$ cat config.mk
export PLATFORM = sky130hd
export DESIGN_NAME = dma_tx_burst_ctrl
export DESIGN_NICKNAME = d
export VERILOG_FILES = /design/src/rtl/dtb_pkg.sv /design/src/rtl/dtb_pool_fifo.sv /design/src/rtl/dtb_burst_fsm.sv /design/src/rtl/dma_tx_burst_ctrl.sv
export SDC_FILE = /design/constraint.sdc
export NUM_CORES = 1
export LEC_CHECK = 0
export ABC_AREA = 1
export BUFFER_PORTS_ARGS = -buffer_cell sky130_fd_sc_hd__buf_4
export CAP_MARGIN = 20
export CORE_MARGIN = 5
export CORE_UTILIZATION = 46
export CTS_CLUSTER_SIZE = 40
export DETAILED_ROUTE_END_ITERATION = 16
export PLACE_DENSITY = 0.64
export SYNTH_ARGS = -nofsm -noshare
export SYNTH_HDL_FRONTEND = slang
export SYNTH_HIERARCHICAL = 1
export SYNTH_SLANG_ARGS = --single-unit
$ cat constraint.sdc
create_clock -name clk -period 3.1 [get_ports clk]
set_input_delay 0.62 -clock clk [delete_from_list [all_inputs] [get_ports clk]]
set_output_delay 0.62 -clock clk [all_outputs]
set_load 0.1 [all_outputs]
$ cat src/rtl/dtb_pkg.sv
package dtb_pkg;
    typedef enum logic [1:0] {
        ST_IDLE,
        ST_WAIT_SPACE,
        ST_BURST,
        ST_FINISH
    } dtb_state_e;
endpackage

$ cat src/rtl/dtb_pool_fifo.sv
module dtb_pool_fifo #(
    parameter int POOL_BYTES = 32,
    parameter int POOLS      = 2,
    parameter int DATA_W     = 8,
    localparam int DEPTH     = POOL_BYTES * POOLS,
    localparam int AW        = $clog2(DEPTH),
    localparam int LW        = AW + 1
) (
    input  logic              clk,
    input  logic              rst,
    input  logic              wr_en,
    input  logic [DATA_W-1:0] wr_data,
    input  logic              wr_last,
    input  logic              rd_ready,
    output logic              rd_valid,
    output logic [DATA_W-1:0] rd_data,
    output logic              rd_last,
    output logic [LW-1:0]     free_bytes
);
    logic [DATA_W:0] mem [DEPTH];
    logic [AW-1:0]   wr_ptr, rd_ptr;
    logic [LW-1:0]   level;
    logic            wr_ok, rd_fire;

    assign wr_ok      = wr_en && (level != LW'(DEPTH));
    assign rd_valid   = (level != '0);
    assign rd_fire    = rd_valid && rd_ready;
    assign rd_data    = mem[rd_ptr][DATA_W-1:0];
    assign rd_last    = mem[rd_ptr][DATA_W];
    assign free_bytes = LW'(DEPTH) - level;

    always_ff @(posedge clk) begin
        if (wr_ok) begin
            mem[wr_ptr] <= {wr_last, wr_data};
        end
    end

    always_ff @(posedge clk) begin
        if (rst) begin
            wr_ptr <= '0;
            rd_ptr <= '0;
            level  <= '0;
        end else begin
            if (wr_ok)   wr_ptr <= wr_ptr + AW'(1);
            if (rd_fire) rd_ptr <= rd_ptr + AW'(1);
            unique case ({wr_ok, rd_fire})
                2'b10:   level <= level + LW'(1);
                2'b01:   level <= level - LW'(1);
                default: level <= level;
            endcase
        end
    end
endmodule

$ cat src/rtl/dtb_burst_fsm.sv
module dtb_burst_fsm
    import dtb_pkg::*;
#(
    parameter int POOL_BYTES = 32,
    parameter int CNT_W      = 12,
    parameter int LW         = 7,
    localparam int RW        = CNT_W + 1,
    localparam int BW        = $clog2(POOL_BYTES + 1)
) (
    input  logic             clk,
    input  logic             rst,
    input  logic [CNT_W-1:0] frame_len_m1,
    input  logic             cmd_xmit,
    input  logic             dma_we,
    input  logic [LW-1:0]    free_bytes,
    output logic             dma_req,
    output logic             xmit_rdy,
    output logic             cmd_err,
    output logic             fifo_wr,
    output logic             fifo_last
);
    dtb_state_e       state, state_nx;
    logic [RW-1:0]    remaining;
    logic [BW-1:0]    beat;
    logic             space_ok, beat_last;
    logic [RW+LW-1:0] free_w, rem_w;

    assign free_w    = {{RW{1'b0}}, free_bytes};
    assign rem_w     = {{LW{1'b0}}, remaining};
    assign space_ok  = (free_bytes >= LW'(POOL_BYTES)) || (free_w >= rem_w);
    assign beat_last = (beat == BW'(POOL_BYTES - 1)) || (remaining == RW'(1));

    // state register
    always_ff @(posedge clk) begin
        if (rst) state <= ST_IDLE;
        else     state <= state_nx;
    end

    always_comb begin
        state_nx = state;
        unique case (state)
            ST_IDLE:       if (cmd_xmit) state_nx = ST_WAIT_SPACE;
            ST_WAIT_SPACE: if (space_ok) state_nx = ST_BURST;
            ST_BURST:
                if (dma_we && beat_last)
                    state_nx = (remaining == RW'(1)) ? ST_FINISH : ST_WAIT_SPACE;
            ST_FINISH:     state_nx = ST_IDLE;
            default:       state_nx = ST_IDLE;
        endcase
    end

    // counters and sticky error
    always_ff @(posedge clk) begin
        if (rst) begin
            remaining <= '0;
            beat      <= '0;
            cmd_err   <= 1'b0;
        end else begin
            if (cmd_xmit && state != ST_IDLE) cmd_err <= 1'b1;
            if (state == ST_IDLE && cmd_xmit) begin
                remaining <= {1'b0, frame_len_m1} + RW'(1);
                beat      <= '0;
            end else if (state == ST_BURST && dma_we) begin
                remaining <= remaining - RW'(1);
                beat      <= beat_last ? '0 : beat + BW'(1);
            end
        end
    end

    // outputs
    always_comb begin
        dma_req   = 1'b0;
        xmit_rdy  = 1'b0;
        fifo_wr   = 1'b0;
        fifo_last = (remaining == RW'(1));
        unique case (state)
            ST_IDLE:       ;
            ST_WAIT_SPACE: ;
            ST_BURST: begin
                dma_req = 1'b1;
                fifo_wr = dma_we;
            end
            ST_FINISH:     xmit_rdy = 1'b1;
            default:       ;
        endcase
    end
endmodule

$ cat src/rtl/dma_tx_burst_ctrl.sv
module dma_tx_burst_ctrl #(
    parameter int POOL_BYTES = 32,
    parameter int POOLS      = 2,
    parameter int CNT_W      = 12,
    parameter int DATA_W     = 8,
    localparam int LW        = $clog2(POOL_BYTES * POOLS) + 1
) (
    input  logic              clk,
    input  logic              rst,
    input  logic              cfg_we,
    input  logic [CNT_W-1:0]  cfg_len_m1,
    input  logic              cmd_xmit,
    output logic              dma_req,
    input  logic              dma_we,
    input  logic [DATA_W-1:0] dma_wdata,
    output logic              xmit_rdy,
    output logic              cmd_err,
    output logic              out_valid,
    input  logic              out_ready,
    output logic [DATA_W-1:0] out_data,
    output logic              out_last
);
    logic [CNT_W-1:0] len_m1_q;
    logic [LW-1:0]    free_bytes;
    logic             fifo_wr, fifo_last;

    always_ff @(posedge clk) begin
        if (rst)         len_m1_q <= '0;
        else if (cfg_we) len_m1_q <= cfg_len_m1;
    end

    dtb_burst_fsm #(
        .POOL_BYTES(POOL_BYTES),
        .CNT_W     (CNT_W),
        .LW        (LW)
    ) u_fsm (
        .clk         (clk),
        .rst         (rst),
        .frame_len_m1(len_m1_q),
        .cmd_xmit    (cmd_xmit),
        .dma_we      (dma_we),
        .free_bytes  (free_bytes),
        .dma_req     (dma_req),
        .xmit_rdy    (xmit_rdy),
        .cmd_err     (cmd_err),
        .fifo_wr     (fifo_wr),
        .fifo_last   (fifo_last)
    );

    dtb_pool_fifo #(
        .POOL_BYTES(POOL_BYTES),
        .POOLS     (POOLS),
        .DATA_W    (DATA_W)
    ) u_fifo (
        .clk       (clk),
        .rst       (rst),
        .wr_en     (fifo_wr),
        .wr_data   (dma_wdata),
        .wr_last   (fifo_last),
        .rd_ready  (out_ready),
        .rd_valid  (out_valid),
        .rd_data   (out_data),
        .rd_last   (out_last),
        .free_bytes(free_bytes)
    );
endmodule

After elaboration in Yosys (flattened, before gate mapping)
Memory sizes are Yosys's and may differ from the RTL's. A register that Yosys moved wholly into a read port is not among the register bits.
Index checks and enable logic that the tools add are counted.
{"block": "classes", "eq_ne": 11, "addsub": 8, "mux": 16, "magnitude_cmp": 2, "n_reduce_logical": 15}
{"operator": "13-bit 2-to-1 mux", "count": 2}
{"operator": "6-bit by 1-bit adder with 6-bit output, second input constant", "count": 3}
{"operator": "6-bit 2-to-1 mux", "count": 3}
{"operator": "7-bit case mux with 2 select lines", "count": 1}
{"operator": "12-bit by 1-bit adder with 13-bit output, second input constant", "count": 1}
{"operator": "13-bit by 1-bit == test with 1-bit output, second input constant", "count": 1}
{"operator": "7-bit by 13-bit greater-or-equal comparator with 1-bit output", "count": 1}
{"operator": "13-bit by 1-bit subtractor with 13-bit output, second input constant", "count": 1}
{"operator": "2-bit 2-to-1 mux", "count": 4}
{"operator": "2-bit case mux with 4 select lines", "count": 1}
{"operator": "7-bit by 1-bit adder with 7-bit output, second input constant", "count": 1}
{"operator": "7-bit by 6-bit greater-or-equal comparator with 1-bit output, second input constant", "count": 1}
{"operator": "7-bit inequality test, second input constant", "count": 1}
{"operator": "7-bit nonzero test", "count": 1}
{"operator": "7-bit by 1-bit subtractor with 7-bit output, second input constant", "count": 1}
{"operator": "7-bit subtractor, first input constant", "count": 1}
{"operator": "2-bit == test, second input constant", "count": 3}
{"operator": "6-bit by 5-bit == test with 1-bit output, second input constant", "count": 1}
{"operator": "1-bit logical AND", "count": 6}
{"operator": "2-bit nonzero test", "count": 3}
{"operator": "1-bit 2-to-1 mux", "count": 5}
{"operator": "2-bit by 1-bit == test with 1-bit output, second input constant", "count": 2}
{"operator": "2-bit by 1-bit inequality test with 1-bit output, second input constant", "count": 2}
{"operator": "3-bit AND reduction", "count": 1}
{"operator": "4 further kinds", "count": 5}
{"block": "totals", "ramBits": 576, "word_cells": 61, "in_bits": 26, "reg_bits": 53, "n_memories": 1, "output_inout_bits": 13}
{"memory": "u_fifo.mem", "depth": 64, "word_bits": 9, "rd": 1, "rd_clocked_by_memory_dff": 1, "write_ports": 1, "line": "dtb_pool_fifo.sv:20", "text": "logic [DATA_W:0] mem [DEPTH];"}

Logic depth before layout (Yosys ltp)
{"block": "depth", "ltp_word": 5, "ltp_mapped": 20, "mapped_depth_nobuf": 19}

Modules after synthesis
Netlist, hierarchy kept.
{"mod": "dtb_pool_fifo", "seq_area_each_um2": 17797.1, "instances": 1, "cells_per_inst": 2202, "area_each_um2": 24895.1}
{"mod": "dtb_burst_fsm", "seq_area_each_um2": 440.4, "instances": 1, "cells_per_inst": 271, "area_each_um2": 1729.2}
{"mod": "dma_tx_burst_ctrl", "seq_area_each_um2": 240.2, "instances": 1, "cells_per_inst": 76, "area_each_um2": 496.7}

Least setup slack after synthesis
Ideal clock, no wire load.
{"block": "synth_timing", "path_type": "reg2reg", "startpoint": "register u_fsm.remaining[9]", "endpoint": "memory u_fifo/mem[0][8] (netlist bit) (data pin)", "t_arrival_ns": 2.339, "t_required_ns": 2.601, "path_stages_with_launch": 6, "setup_slack_ns": 0.262, "synth_period_minus_slack_ns": 2.838, "path_cell_list": "dfxtp_1 > nor2_1 > nand2_1 > nor3_1 > inv_1 > nor2_1"}
{"block": "synth_between", "elab_chain_len": 1}
{"item": "start, declared", "line": "dtb_burst_fsm.sv:23", "text": "logic [RW-1:0] remaining;"}
{"item": "start signal, assigned", "line": "dtb_burst_fsm.sv:61", "text": "remaining <= {1'b0, frame_len_m1} + RW'(1);"}
{"item": "start signal, assigned", "line": "dtb_burst_fsm.sv:64", "text": "remaining <= remaining - RW'(1);"}
{"item": "13-bit by 1-bit == test with 1-bit output", "line": "dtb_burst_fsm.sv:75", "text": "fifo_last = (remaining == RW'(1));"}
{"item": "via fifo_last", "line": "dma_tx_burst_ctrl.sv:25", "text": "logic fifo_wr, fifo_last;"}
{"item": "end, declared", "line": "dtb_pool_fifo.sv:20"}
The timed path passes the listed nets, and every way through them passes these cells.

==> run metrics <==
Post-synth top cells=867 x nand2_1, 576 x edfxtp_1, 529 x nand3_1, 140 x nor2_1, 83 x inv_1; number of synthesized flops with an enable pin=576; nets=2717; pins over their slew limit=0; Tcrit/Tclk final=1.035; crit path DAT=2.59 ns; clk root buf=clkbuf_16; H-tree depth=3; clock power share=0.298; relative slew slack=0.4350; FF-to-FF Start=u_fifo/level[1]; post-detailed-placement cell area=0.02872 mm²; peak supply drop=0.9599 mV; die width=252.8 µm; worst slew pin tran=0.8476 ns; Primary FF master, synth=edfxtp_1; Comb pwr share=0.332; asr flop ratio synth=0; standard-cell rows=89; Design Area, Final=0.03282 mm²; Hold/Removal Path Class=in -> reg; Sw Ratio=0.3511; data required time at the worst endpoint=2.48 ns; final setup violation count=9; Syn-to-layout area delta=21.01%; Ys Warns=6; overall routing resource usage=0.2244; hold path cells=3; Hold WS=0.2837 ns; cell area power density=802.6 mW/mm²; clock buffer depth=3; IO buf count=38; Core Util, Final=0.5593; maxcap violations=0; largest area contributor in the netlist=edfxtp_1; met1 usage=0.2975; first-pass iteration count of the detailed router=6; first-pass GRT wire length=110300 µm; R2R Setup Slk=0.35 ns; Die Y-Extent=252.8 µm; via count=19562; clock slew at reported path FFs=0.06 ns; CP Capture Type=output port; starting DRC count in detailed routing=2077; Netlist cell types=44; CP Max Fanout=7; RSZ-0062 raised after global routing=true; cell leakage power=0.01228 µW; number of diodes=0; CP Launch Type=flop; FF/Latch Area=0.01849 mm²; Fill cells=4775; pre-CTS WS=0.2667 ns; # IOs=39; grt met2 use=0.3735; critical path class=reg -> out; Syn Nets=2592; Num CTS Buffers=68; Avg Inst Size Synth=10.64 µm²; met3 usage=0.03944; share of cells above drive strength 1=0.1946; CTS tree=done; Hold EP=u_fsm/cmd_err; area occupied by multi-input gates=0.008522 mm²; Placer Congestion=0.8950; Seq pwr share=0.370; vias in the first global route=18665; hold-fix buffers at CTS=0; Final WS setup=-0.1074 ns; Final Hold Viols=0; DP HPWL=41690 µm; Die ar.=0.06392 mm²; maximum clock frequency=0.3118 GHz; status=finished with violations; register area share after synthesis=0.6813; GRT overflow=0; FF+latch count, synth=635; drt via density=5.594; largest net degree at the start of global routing=65; clock sinks=635; DRC=0; Yosys top cell area share=0.6378; Register-to-Register Path Depth=18; initial core utilization=0.4621; core area=0.05869 mm²; worst skew pair latency=0.62 ns; drt wl/cell=21.53 µm; Tmin final=3.207 ns; most frequent cell after synthesis=nand2_1; switching power total=9249 µW; setup skew after layout=0.02632 ns; Antenna Nets Post-Route=0; Area contributors post-synth=edfxtp_1 64%, nand2_1 12%, nand3_1 9.8%; internal power=17090 µW; GRT busiest layer=met2; hold_sp=cmd_xmit; failing checks=setup timing; Critical R2R Capture=u_fifo/level[4]; Syn Std Cell Area=0.02712 mm²; final wirelength=75300 µm; Synth Instances=2549; initial antenna violation count=0
stage by stage:
step / power, µW / setup TNS [ns] / instances
6_report: 26340 / -0.5247 / 3497
5_1_grt: 27520 / -1.122 / 3497
4_1_cts: 25580 / -0.8375 / 3480
3_5_place_dp: 16800 / 0 / 3339
3_3_place_gp: 16720 / 0 / 3339
2_1_floorplan: 14700 / 0 / 2549
kinds of logic after synthesis:
| kind of cell | synth area share |
|---|---|
| DFF | 0.6813 |
| xor gates and xnor gates | 0.004844 |
| AOI/OAI and AO/OA | 0.01712 |
| adders and majority gates | 0.007843 |
| and+or+nand+nor | 0.2507 |
| buffers and inverters | 0.03815 |
worst max path at each step:
stage	depth (start not counted)	endpoint	slack, ns
after detailed placement	10	out_data[4]	0.27
final	14	out_data[4]	-0.11
after global placement	10	out_data[5]	0.28
after floorplan	5	u_fifo/mem[0][8]	0.26
after global routing	14	out_data[4]	-0.18
after CTS	14	out_last	-0.12
layer usage:
layer,vias to the layer above,routed length [µm]
met1,9561,30600
met3,134,5785
met5,-,0
met2,822,36390
met4,0,2529
li1,9045,-
cells in the final DEF, fill, tap and decap left out, types with 35 or more instances in the layout:
cell type	synthesis	routed
buf_4	20	120
a21oi_1	35	35
nand2_1	867	785
nand3_2	1	112
inv_1	83	83
dfxtp_1	59	56
clkbuf_16	0	80
nor2_1	140	139
edfxtp_1	576	576
nand2_2	7	73
nand3_1	529	413
power groups by stage:
| stage | registers, µW | logic (µW) | clock network [µW] |
|---|---|---|---|
| 6_report | 9740 | 8750 | 7850 |
| 3_5_place_dp | 9910 | 6890 | 0 |
| 3_3_place_gp | 9910 | 6810 | 0 |
| 2_1_floorplan | 9880 | 4820 | 0 |
| 4_1_cts | 9740 | 7840 | 8000 |
| 5_1_grt | 9760 | 9410 | 8350 |
state kept, by name, summed over array words and instances (netlist names), named ones only:
name / count
len_m1_q: 12
u_fifo/level: 7
u_fifo/mem: 576
u_fifo/rd_ptr: 6
u_fifo/wr_ptr: 6
u_fsm/beat: 6
u_fsm/cmd_err: 1
u_fsm/remaining: 13
u_fsm/state: 2
worst max-delay path: stages (launching register included):
cell and delay (ns):
dfxtp_4 0.37, buf_12 0.15, clkinv_16 0.08, buf_16 0.16, buf_12 0.15, buf_16 0.13, nand2_1 0.06, nand3_1 0.08
nand3_1 0.13, nand2_2 0.08, nand2_2 0.09, nand3_2 0.10, nand3_2 0.11, nand2_4 0.10, buf_12 0.17
final cells by class:
type	count	share of cell area
sequential	635	0.5633
multi-input combinational	1688	0.2597
timing repair buffer	185	0.06946
clock buffer	86	0.05612
tap	773	0.02947
inverter	95	0.01231
clock inverter	34	0.009378
timing repair inverter	1	0.0003431
what timing repair did:
item | in CTS | in global routing
cloned | 9 | 12
gates resized for setup | 111 | 193
setup endpoints to repair | 9 | 11
pin swaps | 14 | 85
setup buffers | 13 | 6
(Power assumes the default switching activity.)
